<file path="src/rtl/tsw_pkg.sv">
package tsw_pkg;

    typedef enum logic [2:0] {
        K_JMP  = 3'd0,
        K_CALL = 3'd1,
        K_GATE = 3'd2,
        K_INTR = 3'd3,
        K_IRET = 3'd4,
        K_LTR  = 3'd5,
        K_STR  = 3'd6
    } kind_e;

    typedef enum logic [3:0] {
        S_IDLE, S_LINK_RD, S_GATE_HI, S_GATE_LO, S_DESC_HI, S_DESC_LO,
        S_SAVE, S_OLD_RD, S_OLD_WR, S_NEW_BUSY, S_LINK_WR, S_CACHE,
        S_RESTORE, S_DONE, S_FAULT, S_STR
    } state_e;

    // attribute-word bit positions
    localparam int D_PRES = 31;
    localparam int D_DPL  = 29;
    localparam int D_BUSY = 28;
    localparam int D_GATE = 27;
    // nested-task flag position in the flags word
    localparam int NT_BIT = 14;

    function automatic logic is_nest(input kind_e k);
        return (k == K_CALL) || (k == K_GATE) || (k == K_INTR);
    endfunction

    function automatic logic is_unnest(input kind_e k);
        return (k == K_JMP) || (k == K_IRET);
    endfunction

endpackage

</file>
<file path="src/rtl/tsw_priv_chk.sv">
module tsw_priv_chk
    import tsw_pkg::*;
(
    input  kind_e      kind,
    input  logic       gate_stage,
    input  logic [1:0] dpl,
    input  logic [1:0] cpl,
    input  logic [1:0] rpl,
    output logic       ok
);
    logic       need;
    logic [1:0] eff;

    always_comb begin
        need = gate_stage ? (kind == K_GATE)
                          : ((kind == K_JMP) || (kind == K_CALL));
        eff  = (cpl > rpl) ? cpl : rpl;
        ok   = !need || (dpl >= eff);
    end
endmodule

</file>
<file path="src/rtl/tsw_treg.sv">
module tsw_treg #(
    parameter int SEL_W = 16,
    parameter int AW    = 32,
    parameter int LIM_W = 20
) (
    input  logic             clk,
    input  logic             rst_n,
    input  logic             ld_sel,
    input  logic             set_ts,
    input  logic [SEL_W-1:0] sel_d,
    input  logic             ld_cache,
    input  logic [AW-1:0]    base_d,
    input  logic [LIM_W-1:0] limit_d,
    output logic [SEL_W-1:0] sel_q,
    output logic [AW-1:0]    base_q,
    output logic [LIM_W-1:0] limit_q,
    output logic             ts_q
);
    always_ff @(posedge clk or negedge rst_n) begin
        if (!rst_n) begin
            sel_q   <= '0;
            base_q  <= '0;
            limit_q <= '0;
            ts_q    <= 1'b0;
        end else begin
            if (ld_sel)   sel_q <= sel_d;
            if (set_ts)   ts_q  <= 1'b1;
            if (ld_cache) begin
                base_q  <= base_d;
                limit_q <= limit_d;
            end
        end
    end
endmodule

</file>
<file path="src/rtl/tswitch_seq.sv">
module tswitch_seq
    import tsw_pkg::*;
#(
    parameter int SEL_W     = 16,
    parameter int AW        = 32,
    parameter int DW        = 32,
    parameter int LIM_W     = 20,
    parameter int CTX_WORDS = 16,
    parameter int MIN_LIMIT = 103
) (
    input  logic                         clk,
    input  logic                         rst_n,
    input  logic                         req_valid,
    input  logic [2:0]                   req_kind,
    input  logic [SEL_W-1:0]             req_sel,
    input  logic [1:0]                   req_cpl,
    input  logic [1:0]                   req_rpl,
    input  logic [AW-1:0]                req_next_ip,
    input  logic [AW-1:0]                tbl_base,
    output logic [$clog2(CTX_WORDS)-1:0] ctx_rd_idx,
    input  logic [DW-1:0]                ctx_rd_data,
    output logic                         ctx_wr_en,
    output logic [$clog2(CTX_WORDS)-1:0] ctx_wr_idx,
    output logic [DW-1:0]                ctx_wr_data,
    output logic                         mem_en,
    output logic                         mem_we,
    output logic [AW-1:0]                mem_addr,
    output logic [DW-1:0]                mem_wdata,
    input  logic [DW-1:0]                mem_rdata,
    output logic [SEL_W-1:0]             tr_sel,
    output logic [AW-1:0]                tr_base,
    output logic [LIM_W-1:0]             tr_limit,
    output logic                         msw_ts,
    output logic                         done,
    output logic                         fault,
    output logic [SEL_W-1:0]             fault_sel,
    output logic                         str_valid,
    output logic [SEL_W-1:0]             str_sel
);
    localparam int IDX_W = $clog2(CTX_WORDS);
    localparam logic [IDX_W-1:0] LAST_IDX  = IDX_W'(CTX_WORDS - 1);
    localparam logic [IDX_W-1:0] FLAGS_IDX = IDX_W'(1);

    state_e state, nxt;

    kind_e            r_kind;
    logic [SEL_W-1:0] r_sel, r_tsel, r_oldsel, r_fsel;
    logic [1:0]       r_cpl, r_rpl;
    logic [AW-1:0]    r_nip, r_base;
    logic [DW-1:0]    r_d1, r_old1;
    logic [IDX_W-1:0] r_idx;

    logic priv_ok, gate_ok, desc_ok;
    logic ld_sel, set_ts, ld_cache;

    function automatic logic [AW-1:0] dsc(input logic [SEL_W-1:0] s);
        return tbl_base + AW'({s[SEL_W-1:3], 3'b000});
    endfunction

    function automatic logic [AW-1:0] ctx_addr(input logic [AW-1:0] b,
                                               input logic [IDX_W-1:0] i);
        return b + AW'(4) + AW'({i, 2'b00});
    endfunction

    tsw_priv_chk u_priv (
        .kind       (r_kind),
        .gate_stage (state == S_GATE_HI),
        .dpl        (mem_rdata[D_DPL+1:D_DPL]),
        .cpl        (r_cpl),
        .rpl        (r_rpl),
        .ok         (priv_ok)
    );

    tsw_treg #(.SEL_W(SEL_W), .AW(AW), .LIM_W(LIM_W)) u_treg (
        .clk      (clk),
        .rst_n    (rst_n),
        .ld_sel   (ld_sel),
        .set_ts   (set_ts),
        .sel_d    (r_tsel),
        .ld_cache (ld_cache),
        .base_d   (r_base),
        .limit_d  (r_d1[LIM_W-1:0]),
        .sel_q    (tr_sel),
        .base_q   (tr_base),
        .limit_q  (tr_limit),
        .ts_q     (msw_ts)
    );

    always_comb begin
        gate_ok = mem_rdata[D_PRES] && mem_rdata[D_GATE] && priv_ok;
        desc_ok = mem_rdata[D_PRES] && !mem_rdata[D_GATE] &&
                  (mem_rdata[LIM_W-1:0] >= LIM_W'(MIN_LIMIT)) && priv_ok;
    end

    // state register
    always_ff @(posedge clk or negedge rst_n) begin
        if (!rst_n) state <= S_IDLE;
        else        state <= nxt;
    end

    // next state
    always_comb begin
        nxt = state;
        unique case (state)
            S_IDLE: if (req_valid) begin
                case (kind_e'(req_kind))
                    K_STR:          nxt = S_STR;
                    K_LTR:          nxt = (req_cpl == 2'd0) ? S_DESC_HI : S_FAULT;
                    K_IRET:         nxt = S_LINK_RD;
                    K_GATE, K_INTR: nxt = S_GATE_HI;
                    K_JMP, K_CALL:  nxt = S_DESC_HI;
                    default:        nxt = S_IDLE;
                endcase
            end
            S_LINK_RD:  nxt = S_DESC_HI;
            S_GATE_HI:  nxt = gate_ok ? S_GATE_LO : S_FAULT;
            S_GATE_LO:  nxt = S_DESC_HI;
            S_DESC_HI:  nxt = desc_ok ? S_DESC_LO : S_FAULT;
            S_DESC_LO:  nxt = (r_kind == K_LTR) ? S_CACHE : S_SAVE;
            S_SAVE:     if (r_idx == LAST_IDX)
                            nxt = is_unnest(r_kind) ? S_OLD_RD : S_NEW_BUSY;
            S_OLD_RD:   nxt = S_OLD_WR;
            S_OLD_WR:   nxt = S_NEW_BUSY;
            S_NEW_BUSY: nxt = is_nest(r_kind) ? S_LINK_WR : S_CACHE;
            S_LINK_WR:  nxt = S_CACHE;
            S_CACHE:    nxt = (r_kind == K_LTR) ? S_DONE : S_RESTORE;
            S_RESTORE:  if (r_idx == LAST_IDX) nxt = S_DONE;
            S_DONE, S_FAULT, S_STR: nxt = S_IDLE;
            default:    nxt = S_IDLE;
        endcase
    end

    // outputs
    always_comb begin
        mem_en      = 1'b0;
        mem_we      = 1'b0;
        mem_addr    = '0;
        mem_wdata   = '0;
        ctx_rd_idx  = r_idx;
        ctx_wr_en   = 1'b0;
        ctx_wr_idx  = r_idx;
        ctx_wr_data = mem_rdata;
        ld_sel      = 1'b0;
        set_ts      = 1'b0;
        ld_cache    = 1'b0;
        done        = 1'b0;
        fault       = 1'b0;
        str_valid   = 1'b0;
        unique case (state)
            S_LINK_RD: begin
                mem_en   = 1'b1;
                mem_addr = tr_base;
            end
            S_GATE_HI: begin
                mem_en   = 1'b1;
                mem_addr = dsc(r_sel) + AW'(4);
            end
            S_GATE_LO: begin
                mem_en   = 1'b1;
                mem_addr = dsc(r_sel);
            end
            S_DESC_HI: begin
                mem_en   = 1'b1;
                mem_addr = dsc(r_tsel) + AW'(4);
            end
            S_DESC_LO: begin
                mem_en   = 1'b1;
                mem_addr = dsc(r_tsel);
            end
            S_SAVE: begin
                mem_en    = 1'b1;
                mem_we    = 1'b1;
                mem_addr  = ctx_addr(tr_base, r_idx);
                mem_wdata = (r_idx == '0) ? DW'(r_nip) : ctx_rd_data;
            end
            S_OLD_RD: begin
                mem_en   = 1'b1;
                mem_addr = dsc(tr_sel) + AW'(4);
            end
            S_OLD_WR: begin
                mem_en    = 1'b1;
                mem_we    = 1'b1;
                mem_addr  = dsc(tr_sel) + AW'(4);
                mem_wdata = r_old1 & ~(DW'(1) << D_BUSY);
            end
            S_NEW_BUSY: begin
                mem_en    = 1'b1;
                mem_we    = 1'b1;
                mem_addr  = dsc(r_tsel) + AW'(4);
                mem_wdata = r_d1 | (DW'(1) << D_BUSY);
                ld_sel    = 1'b1;
                set_ts    = 1'b1;
            end
            S_LINK_WR: begin
                mem_en    = 1'b1;
                mem_we    = 1'b1;
                mem_addr  = r_base;
                mem_wdata = DW'(r_oldsel);
            end
            S_CACHE: begin
                ld_cache = 1'b1;
                ld_sel   = (r_kind == K_LTR);
            end
            S_RESTORE: begin
                mem_en    = 1'b1;
                mem_addr  = ctx_addr(r_base, r_idx);
                ctx_wr_en = 1'b1;
                if (r_idx == FLAGS_IDX && is_nest(r_kind))
                    ctx_wr_data = mem_rdata | (DW'(1) << NT_BIT);
            end
            S_DONE:  done      = 1'b1;
            S_FAULT: fault     = 1'b1;
            S_STR:   str_valid = 1'b1;
            default: ;
        endcase
    end

    assign fault_sel = r_fsel;
    assign str_sel   = tr_sel;

    // datapath registers
    always_ff @(posedge clk or negedge rst_n) begin
        if (!rst_n) begin
            r_kind   <= K_JMP;
            r_sel    <= '0;
            r_tsel   <= '0;
            r_oldsel <= '0;
            r_fsel   <= '0;
            r_cpl    <= '0;
            r_rpl    <= '0;
            r_nip    <= '0;
            r_base   <= '0;
            r_d1     <= '0;
            r_old1   <= '0;
            r_idx    <= '0;
        end else begin
            unique case (state)
                S_IDLE: if (req_valid) begin
                    r_kind   <= kind_e'(req_kind);
                    r_sel    <= req_sel;
                    r_tsel   <= req_sel;
                    r_fsel   <= req_sel;
                    r_oldsel <= tr_sel;
                    r_cpl    <= req_cpl;
                    r_rpl    <= req_rpl;
                    r_nip    <= req_next_ip;
                    r_idx    <= '0;
                end
                S_LINK_RD: r_tsel <= mem_rdata[SEL_W-1:0];
                S_GATE_HI: r_fsel <= r_sel;
                S_GATE_LO: r_tsel <= mem_rdata[SEL_W-1:0];
                S_DESC_HI: begin
                    r_fsel <= r_tsel;
                    r_d1   <= mem_rdata;
                end
                S_DESC_LO: r_base <= mem_rdata[AW-1:0];
                S_SAVE, S_RESTORE:
                    r_idx <= (r_idx == LAST_IDX) ? '0 : r_idx + 1'b1;
                S_OLD_RD: r_old1 <= mem_rdata;
                default: ;
            endcase
        end
    end


    done_pulse_chk: assert property (@(posedge clk) disable iff (!rst_n)
        done |=> !done);


    fault_tr_hold_chk: assert property (@(posedge clk) disable iff (!rst_n)
        fault |-> ($stable(tr_sel) && $stable(tr_base)));


    resp_excl_chk: assert property (@(posedge clk) disable iff (!rst_n)
        $onehot0({done, fault, str_valid}));


    str_tr_hold_chk: assert property (@(posedge clk) disable iff (!rst_n)
        str_valid |-> ($stable(tr_sel) && $stable(tr_limit)));


    save_stride_chk: assert property (@(posedge clk) disable iff (!rst_n)
        (state == S_SAVE && $past(state) == S_SAVE) |->
            (mem_addr == $past(mem_addr) + AW'(4)));


    switch_ts_chk: assert property (@(posedge clk) disable iff (!rst_n)
        (done && r_kind != K_LTR) |-> msw_ts);

endmodule

</file>
<file path="config.mk">
export PLATFORM = sky130hd
export DESIGN_NAME = tswitch_seq
export DESIGN_NICKNAME = d
export VERILOG_FILES = /design/src/rtl/tsw_pkg.sv /design/src/rtl/tsw_priv_chk.sv /design/src/rtl/tsw_treg.sv /design/src/rtl/tswitch_seq.sv
export SDC_FILE = /design/constraint.sdc
export NUM_CORES = 1
export LEC_CHECK = 0
export BUFFER_PORTS_ARGS = -buffer_cell sky130_fd_sc_hd__buf_2
export CAP_MARGIN = 5
export CORE_AREA = 2 2 210 212
export CTS_BUF_LIST = sky130_fd_sc_hd__clkbuf_4 sky130_fd_sc_hd__clkbuf_8
export CTS_CLUSTER_SIZE = 28
export DETAILED_ROUTE_END_ITERATION = 7
export DIE_AREA = 0 0 212 214
export GPL_ROUTABILITY_DRIVEN = 0
export GPL_TIMING_DRIVEN = 0
export PLACE_DENSITY_LB_ADDON = 0.25
export SYNTH_ARGS = -nofsm -noshare
export SYNTH_HDL_FRONTEND = slang
export SYNTH_SLANG_ARGS = --single-unit
export TNS_END_PERCENT = 1
</file>
<file path="constraint.sdc">
create_clock -name clk -period 7.1 [get_ports clk]
set_clock_uncertainty 0.15 [all_clocks]
set_input_delay 2.13 -clock clk [delete_from_list [all_inputs] [get_ports clk]]
set_output_delay 2.13 -clock clk [all_outputs]
set_load 0.01 [all_outputs]
</file>
### Yosys cells after proc, flatten, opt, wreduce, memory -nomap -nowiden

Index checks and enable logic that the tools add are counted.

* word-level logic and storage cells: 131
* bits in writable memories: 0
* register bits after elaboration: 276
* bits in latches: 0
* memories: 0
* memory bits (read-only): 0

* eq/ne operators: 31
* add/sub/neg operators: 11
* multiplexer cells: 34
* reductions and logical operators: 35
* divide/modulo/power cells: 0
* shift operators: 0
* order comparisons: 3
* multiply operators: 0
* bitwise gates (word level): 0

Operators by type and width (count)
* one-hot mux 32 bit (9 select lines): 1
* adder 32 x 3 -> 32 bit (second input constant): 5
* one-hot mux 32 bit (4 select lines): 1
* adder 32 x 16 -> 32 bit: 3
* adder 32 x 6 -> 32 bit: 2
* one-hot mux 4 bit (13 select lines): 1
* one-hot mux 16 bit (3 select lines): 1
* 2-to-1 mux 4 bit: 10
* equality test 4 bit (second input constant): 9
* 2-to-1 mux 32 bit: 1
* one-hot mux 16 bit (2 select lines): 1
* 2-to-1 mux 15 bit: 2
* >= comparator 20 x 7 -> 1 bit (second input constant): 1
* one-hot mux 4 bit (5 select lines): 1
* equality test 4 x 3 -> 1 bit (second input constant): 4
* 2-to-1 mux 16 bit: 1
* equality test 3 bit (second input constant): 5
* equality test 3 x 2 -> 1 bit (second input constant): 4
* OR reduction 2 bit: 6
* 2-to-1 mux 1 bit: 11
* OR reduction 11 bit: 1
* equality test 4 x 1 -> 1 bit (second input constant): 2
* equality test 4 x 2 -> 1 bit (second input constant): 2
* zero test 4 bit: 2
* 19 further kinds: 37

### Depth between registers and ports, before layout

Gate-level depths: netlist of the first run.

* word-level depth: 8
* mapped depth: 18
* mapped depth without buffers: 16

### By module

A second synthesis of the first run with hierarchy kept.

* cell total of the unflattened synthesis: 2343
* area, all modules: 19865.3 um^2

Modules (own cells, without submodules)
* tswitch_seq: sequential area each 5129.9 um^2, instances 1, cells each 2173, area an instance 16852.4 um^2
* tsw_treg: sequential area each 1726.7 um^2, instances 1, cells each 146, area an instance 2857.7 um^2
* tsw_priv_chk: sequential area each 0.0 um^2, instances 1, cells each 24, area an instance 155.1 um^2

### Worst setup path after synthesis of the first run

No wires, ideal clock.

* kind: input port to output port
* start point: input tbl_base[3]
* end point: output mem_addr[31]
* stages: 13
* data arrival time: 5.155 ns
* path slack: -0.335 ns
* buffers on the path: 0
* required time: 4.820 ns
* path through: ha_1 inv_1 fa_1 nand2b_1 a211oi_2 o21ai_1 a21oi_1 and2_1 mux2i_1 xnor2_1 nand4_1 o31a_1 o31ai_1

* longest elaborated chain between the ends: 3
* elaborated cells on any way between the ends: 7

RTL lines
* from (decl): RTL line tswitch_seq.sv:19 `input logic [AW-1:0] tbl_base,`
* adder 32 x 16 -> 32 bit: RTL line tswitch_seq.sv:57 `return tbl_base + AW'({s[SEL_W-1:3], 3'b000});`
* adder 32 x 3 -> 32 bit, on equally long branches
* one-hot mux 32 bit (9 select lines) *: RTL line tswitch_seq.sv:149 `unique case (state)`
* to (decl): RTL line tswitch_seq.sv:27 `output logic [AW-1:0] mem_addr,`

Every way passes the cells marked *; elsewhere a longest branch is shown, timed or not.

### Final worst setup path of the first run

Same ends and word-level chain as after synthesis.

==> results.yml, run 1 <==
logic_synthesis:
  synth_area_per_cell_sq_um: 8.36
  syn_nets: 2524
  ys_types: 92
  synth-async-reset-ratio_pct: 100
  yosysTopAreaCellShare_pct: 35.6
  yosys.area.top_type: "dfrtp_1"
  synth_edf_count: 0
  syn-instance-count: 2301
  yosysSeqAreaShare_pct: 35.6
  synthesis.area_sq_mm: 0.0192
  yosysWarnings: 0
  ys_seq_elements: 274
  synthTopCellsByArea: "dfrtp_1, nand2_1, mux2_2"
  yosysMostFrequentCell: "nand2_1"
  synth_common_cells: "nand2_1, dfrtp_1, o21ai_0"
  synth_ff_type: "dfrtp_1"
global_route:
  grt.total_usage_pct: 33.3
  grt_overflow: 0
  grt_pass1_wl_mm: 117
  grt_max_degree: 96
  antenna_found_initial: 7
  grt_pass1_vias: 19500
timing:
  timing.hold.ws_ps: 325
  slew_headroom_pct: 33.4
  setup_viol: 23
  finalCritPeriodShare_pct: 109
  slew_viol_final: 0
  tightest_slew_ps: 987
  fin_crit_ps: 7750
  hold_viol_final: 0
  max_clock_freq_mhz: 129
  rsz0062_at_grt: "true"
  setup_slack_ps: -648
clock_tree:
  cts.reportedPaths.clkPinSlew_ps: 50
  hold_buffers: 0
  root_buffer: "clkbuf_8"
  clockBufferDepth: 3
  insertion_delay_ps: 580
  cts.sinks: 274
  cts_inserted_buffers: 46
  htreeDepth: 2
  tritoncts: "done"
floorplan:
  die_w_microns: 212
  num_rows: 76
  fp.dieH_microns: 214
  io-pin-count: 365
  start_util_pct: 44.9
  fp.coreArea_sq_mm: 0.0429
  die_area_sq_mm: 0.0454
routing:
  route.detailed.drc: 2
  avgRoutedWirePerCell_microns: 23.2
  dr.pass1.iters: 8
  dr_wl_met2_mm: 35.8
  dr_total_vias: 20300
  drt_iter0_drc: 2183
  wl_met1_mm: 30.5
  routed.top_layer: "met5"
  drt_wl_total_mm: 77.7
  viasPerCell: 6.07
  antenna_left: 0
  wl_met3_mm: 7.99
cells_and_area:
  nets: 2954
  post-route-util_pct: 54.7
  area_growth_pct: 21.9
  drive_above_1_share_pct: 26.5
setup_path:
  arrival_ps: 5470
  startpoint_type: "input port"
  critPathRequiredTime_ps: 4820
  end_kind: "output port"
  cp_max_fo: 5
  crit_type: "in -> out"
place:
  hpwl_mm: 59.3
  pre_cts_ws_ps: -945
  port_buffers: 352
power:
  p_leak_uw: 0.0106
  vdd_drop_max_mv: 0.257
  p_per_area_mw_per_mm2: 490
worst_hold_path:
  hold_class: "reg -> reg"
run_status:
  outcome: "complete, but fails checks"
  violations: "DRC, setup timing"
flow_run:
  cap_violations: 0
-- what timing repair did --
action,CTS,global route
pin swaps,31,17
endpoints found under the setup margin,23,24
buffers inserted,21,8
resized for setup,68,26
gates cloned,0,0
-- through the flow --
step / area, sq um / cells / TNS, ps / power (uW)
final: 23400 / 3347 / -10310 / 11500
after global routing: 23400 / 3347 / -12910 / 12200
after CTS: 23200 / 3337 / -8110 / 11300
after detailed placement: 21800 / 3240 / -15550 / 9530
after global placement: 21800 / 3238 / -360560 / 9370
after floorplan: 19300 / 2301 / -1270 / 7100
-- path summary, 6_finish.rpt --
path                                  startpoint                           end  slack [ps]  cells after the start
setup / recovery                     tbl_base[3]                  mem_addr[31]        -650                     15
min in group asynchronous                  rst_n         r_nip[16]$_DFFE_PN0P_        1370                      1
hold reg to reg            r_nip[31]$_DFFE_PN0P_         r_nip[31]$_DFFE_PN0P_         330                      2
max in group asynchronous                  rst_n      fault_sel[2]$_DFFE_PN0P_        4450                      2
setup reg to reg            state[2]$_DFFE_PN0P_  u_treg.sel_q[12]$_DFFE_PN0P_        3260                      6
hold / removal             r_nip[31]$_DFFE_PN0P_         r_nip[31]$_DFFE_PN0P_         330                      2
-- cell type report --
class / instances / area [sq um]
Fill cell: 4077 / 19400
Multi-Input combinational cell: 1791 / 11700
Sequential cell: 274 / 6860
Timing Repair Buffer: 383 / 2060
Buffer: 191 / 973
Clock buffer: 69 / 862
Tap cell: 585 / 732
Inverter: 44 / 165
Clock inverter: 8 / 118
Antenna cell: 2 / 5.00
-- routing by layer --
layer | up-vias | GRT usage [%]
li1 | 9043 | -
met1 | 9833 | 43.4
met2 | 1185 | 53.5
met3 | 236 | 7.23
met4 | 10 | 13.5
met5 | - | 0
-- registers in the layout, summed over array words and instances, names as in the netlist --
register        cells
r_oldsel           16
u_treg.ts_q         1
r_rpl               2
r_sel              16
u_treg.limit_q     20
r_old1             31
r_nip              32
r_tsel             16
ctx_rd_idx          4
u_treg.base_q      32
r_kind              3
r_d1               31
state               4
r_cpl               2
u_treg.sel_q       16
r_base             32
fault_sel          16
-- layout by cell type (no fill, tap or decap), types with 12 or more instances in the layout --
| cell | Yosys | routed |
|---|---|---|
| a222oi_1 | 24 | 24 |
| nand3_1 | 57 | 56 |
| clkbuf_4 | 0 | 14 |
| a21o_1 | 15 | 15 |
| o21ai_0 | 166 | 160 |
| o21ai_1 | 13 | 16 |
| a221oi_1 | 13 | 13 |
| mux2i_1 | 40 | 36 |
| dfrtp_1 | 274 | 274 |
| buf_1 | 16 | 16 |
| a22oi_1 | 37 | 37 |
| nor2_1 | 139 | 137 |
| xnor2_1 | 59 | 54 |
| clkbuf_1 | 112 | 110 |
| clkbuf_8 | 0 | 55 |
| nand4_1 | 27 | 27 |
| o211ai_1 | 17 | 17 |
| buf_4 | 54 | 83 |
| xor2_1 | 41 | 37 |
| nor2b_1 | 15 | 15 |
| mux2_2 | 96 | 96 |
| o21a_1 | 19 | 15 |
| inv_1 | 44 | 42 |
| a31oi_1 | 21 | 21 |
| a22o_1 | 22 | 22 |
| nor3_1 | 38 | 31 |
| ha_1 | 64 | 60 |
| a21oi_1 | 79 | 73 |
| o22ai_1 | 23 | 23 |
| and2_1 | 19 | 18 |
| buf_2 | 5 | 355 |
| o221ai_1 | 13 | 12 |
| nand2_1 | 528 | 528 |
| and3_1 | 12 | 12 |
-- logic make-up (layout without fill, tap and decap cells) --
family	after synthesis	count (layout)	share of synthesized area, %
and+or+nand+nor	926	926	21.6
AOI/OAI and AO/OA	560	560	19.9
DFF	274	274	35.6
buffers and inverters	236	695	5.93
muxes	136	136	7.70
xor gates and xnor gates	100	100	4.55
adders and majority gates	69	69	4.68
other	0	2	0
-- worst max-delay path: stages --
cell and delay (ps):
buf_8 80, ha_4 130, inv_2 30, fa_2 340, nand2b_4 160, a211o_4 370, a211oi_4 340, o2111a_2 400
nor2_4 70, xor2_2 170, a211oi_4 310, nand4_1 250, o31a_1 310, o31ai_2 190, buf_2 170
-- power by group --
part | switching (uW) | total, uW | internal (uW)
Clock | 662 | 1540 | 879
Sequential | 742 | 3010 | 2270
Combinational | 4290 | 6940 | 2650
Total | 5690 | 11500 | 5800
Note: power is estimated with default switching activity, not from simulation.
==> run 2: changes to the inputs <==
--- a/config.mk
+++ b/config.mk
@@ -7,11 +7,11 @@
 export LEC_CHECK = 0
 export BUFFER_PORTS_ARGS = -buffer_cell sky130_fd_sc_hd__buf_2
 export CAP_MARGIN = 5
-export CORE_AREA = 2 2 210 212
+export CORE_AREA = 2 2 223 225
 export CTS_BUF_LIST = sky130_fd_sc_hd__clkbuf_4 sky130_fd_sc_hd__clkbuf_8
 export CTS_CLUSTER_SIZE = 28
 export DETAILED_ROUTE_END_ITERATION = 7
-export DIE_AREA = 0 0 212 214
+export DIE_AREA = 0 0 225 227
 export GPL_ROUTABILITY_DRIVEN = 0
 export GPL_TIMING_DRIVEN = 0
 export PLACE_DENSITY_LB_ADDON = 0.25
==> constraint.sdc (replaced) <==
create_clock -name clk -period 7.18 [get_ports clk]
set_clock_uncertainty 0.15 [all_clocks]
set_input_delay 2.154 -clock clk [delete_from_list [all_inputs] [get_ports clk]]
set_output_delay 2.154 -clock clk [all_outputs]
set_load 0.01 [all_outputs]
==> results.yml, run 2 (same netlist as run 1, synthesis figures left out) <==
floorplan:
  die_w_microns: 225
  die_area_sq_mm: 0.0511
  num_rows: 81
  io-pin-count: 365
  fp.coreArea_sq_mm: 0.0485
  start_util_pct: 39.6
  fp.dieH_microns: 227
timing:
  tightest_slew_ps: 1070
  fin_crit_ps: 7810
  setup_viol: 22
  hold_viol_final: 0
  setup_slack_ps: -631
  slew_viol_final: 0
  timing.hold.ws_ps: 326
  slew_headroom_pct: 27.7
  finalCritPeriodShare_pct: 109
  rsz0062_at_grt: "true"
  tns_ps: -10260
  max_clock_freq_mhz: 128
cells_and_area:
  drive_above_1_share_pct: 26.7
  nets: 2953
  final_common_cell: "nand2_1"
  design_area_sq_mm: 0.0236
  stdcell_count: 3390
  area_growth_pct: 22.5
  largestRegisters: "r_base (32), r_nip (32), u_treg.base_q (32)"
  final_cell_mix: "nand2_1, buf_2, dfrtp_1, o21ai_0, nor2_1"
global_route:
  grt_max_degree: 123
  grt_pass1_wl_mm: 117
  grt_pass1_vias: 19400
  grt.total_usage_pct: 30.1
  grt.busiest_layer: "met2"
  grtUsageMet1_pct: 39.2
  grt_overflow: 0
  antenna_found_initial: 8
  grt_use_met2_pct: 49.1
  grt_use_met3_pct: 7.11
setup_path:
  cp.depth: 15
  crit_type: "in -> out"
  cp_cell_sequence: "buf_8 -> ha_2 -> inv_1 -> fa_2 -> nand2b_4 -> a211o_1 -> a211oi_2 -> nor3_2 -> nor3_2 -> o221ai_4 -> nor3_4 -> nand4_1 -> o31a_1 -> o31ai_2 -> buf_2"
  reg2reg_slack_ps: 3200
  ff2ff_path_depth: 6
  cpPeakStageDelay_ps: 360
  r2r-end: "u_treg.sel_q[12]$_DFFE_PN0P_"
  slowest_stage: "fa_2"
  crit_path_frequent_cell: "nor3_2"
  arrival_ps: 5510
  path_buf_inv: 3
  crit_path_start: "tbl_base[3]"
  rr_startpoint: "state[2]$_DFFE_PN0P_"
  crit_path_end: "mem_addr[31]"
  path_delay_family: "compound AO/OA/AOI/OAI gates"
  critPathRequiredTime_ps: 4880
  end_kind: "output port"
  startpoint_type: "input port"
  cp_max_fo: 6
clock_tree:
  clockBufferDepth: 3
  cts.sinks: 274
  root_buffer: "clkbuf_8"
  insertion_delay_ps: 600
  cts_inserted_buffers: 47
  hold_buffers: 0
  tritoncts: "done"
  cts.reportedPaths.clkPinSlew_ps: 60
  htreeDepth: 2
place:
  port_buffers: 352
  hpwl_mm: 61.0
  placed_cells: 3277
  place_area_sq_mm: 0.0219
routing:
  drt_wl_total_mm: 79.9
  route.detailed.drc: 4
  avgRoutedWirePerCell_microns: 23.6
  drt_iter0_drc: 2288
  dr_total_vias: 20400
  antenna_left: 0
  viasPerCell: 6.01
  dr.pass1.iters: 8
power:
  p_per_area_mw_per_mm2: 488
  p_leak_uw: 0.0107
  vdd_drop_max_mv: 0.194
worst_hold_path:
  hold_class: "reg -> reg"
flow_run:
  cap_violations: 0
run_status:
  violations: "DRC, setup timing"
  outcome: "complete, but fails checks"
-- run 2: cell types whose count changed in the layout (fill, tap and decap cells not counted), moves of 3 or more --
cell | before | now
clkbuf_4 | 14 | 17
buf_4 | 83 | 80
xnor2_2 | 5 | 2
clkbuf_8 | 55 | 58
-- run 2: worst min path at each step --
stage | from | endpoint | slack [ps] | cells past startpoint
2_1_floorplan | r_nip[0]$_DFFE_PN0P_ | r_nip[0]$_DFFE_PN0P_ | 300 | 2
3_3_place_gp | r_nip[16]$_DFFE_PN0P_ | r_nip[16]$_DFFE_PN0P_ | 310 | 2
3_5_place_dp | r_nip[10]$_DFFE_PN0P_ | r_nip[10]$_DFFE_PN0P_ | 310 | 2
4_1_cts | r_nip[10]$_DFFE_PN0P_ | r_nip[10]$_DFFE_PN0P_ | 330 | 2
5_1_grt | r_nip[23]$_DFFE_PN0P_ | r_nip[23]$_DFFE_PN0P_ | 350 | 2
6_report | r_sel[2]$_DFFE_PN0P_ | r_sel[2]$_DFFE_PN0P_ | 330 | 2
-- run 2: routing by layer --
layer  part of all wire [%]  vias up
met2                     46     1127
met3                     11      208
met5                   0.11        -
li1                       -     9064
met4                    3.6       10
met1                     39     9955
-- run 2: area by class of cell --
class                      count  area, sq um
multi-input combinational   1791        11700
buffer                       191          976
tap                          622          778
clock buffer                  74          918
sequential                   274         6860
antenna                        3         7.51
inverter                      44          165
timing repair buffer         381         2040
fill                        4668        25000
clock inverter                10          106
-- run 2: worst reg2reg max path, delay by kind of cell (launching register included) --
kind,cells,cell delay [ps]
AOI/OAI and AO/OA,1,1010
buffers and inverters,2,870
DFF,1,440
muxes,1,420
and+or+nand+nor,2,980
-- run 2: through the flow --
step	power [uW]	util (%)	setup WS, ps
finish	11500	48.5	-631
floorplan	7030	-	-170
global placement	9340	44.9	-1260
CTS	11200	48.2	-484
global route	12200	48.5	-717
detailed placement	9480	45.1	-964
-- run 2: repair_timing --
item,4_1_cts,5_1_grt
endpoints found under the setup margin,23,23
resized for setup,66,33
pin swaps,32,11
buffers inserted,25,2
-- run 2: report_power, final --
part / total [uW] / switching (uW) / internal, uW
clock network: 1570 / 683 / 884
logic: 6970 / 4310 / 2650
registers: 2980 / 735 / 2240
total: 11500 / 5730 / 5780
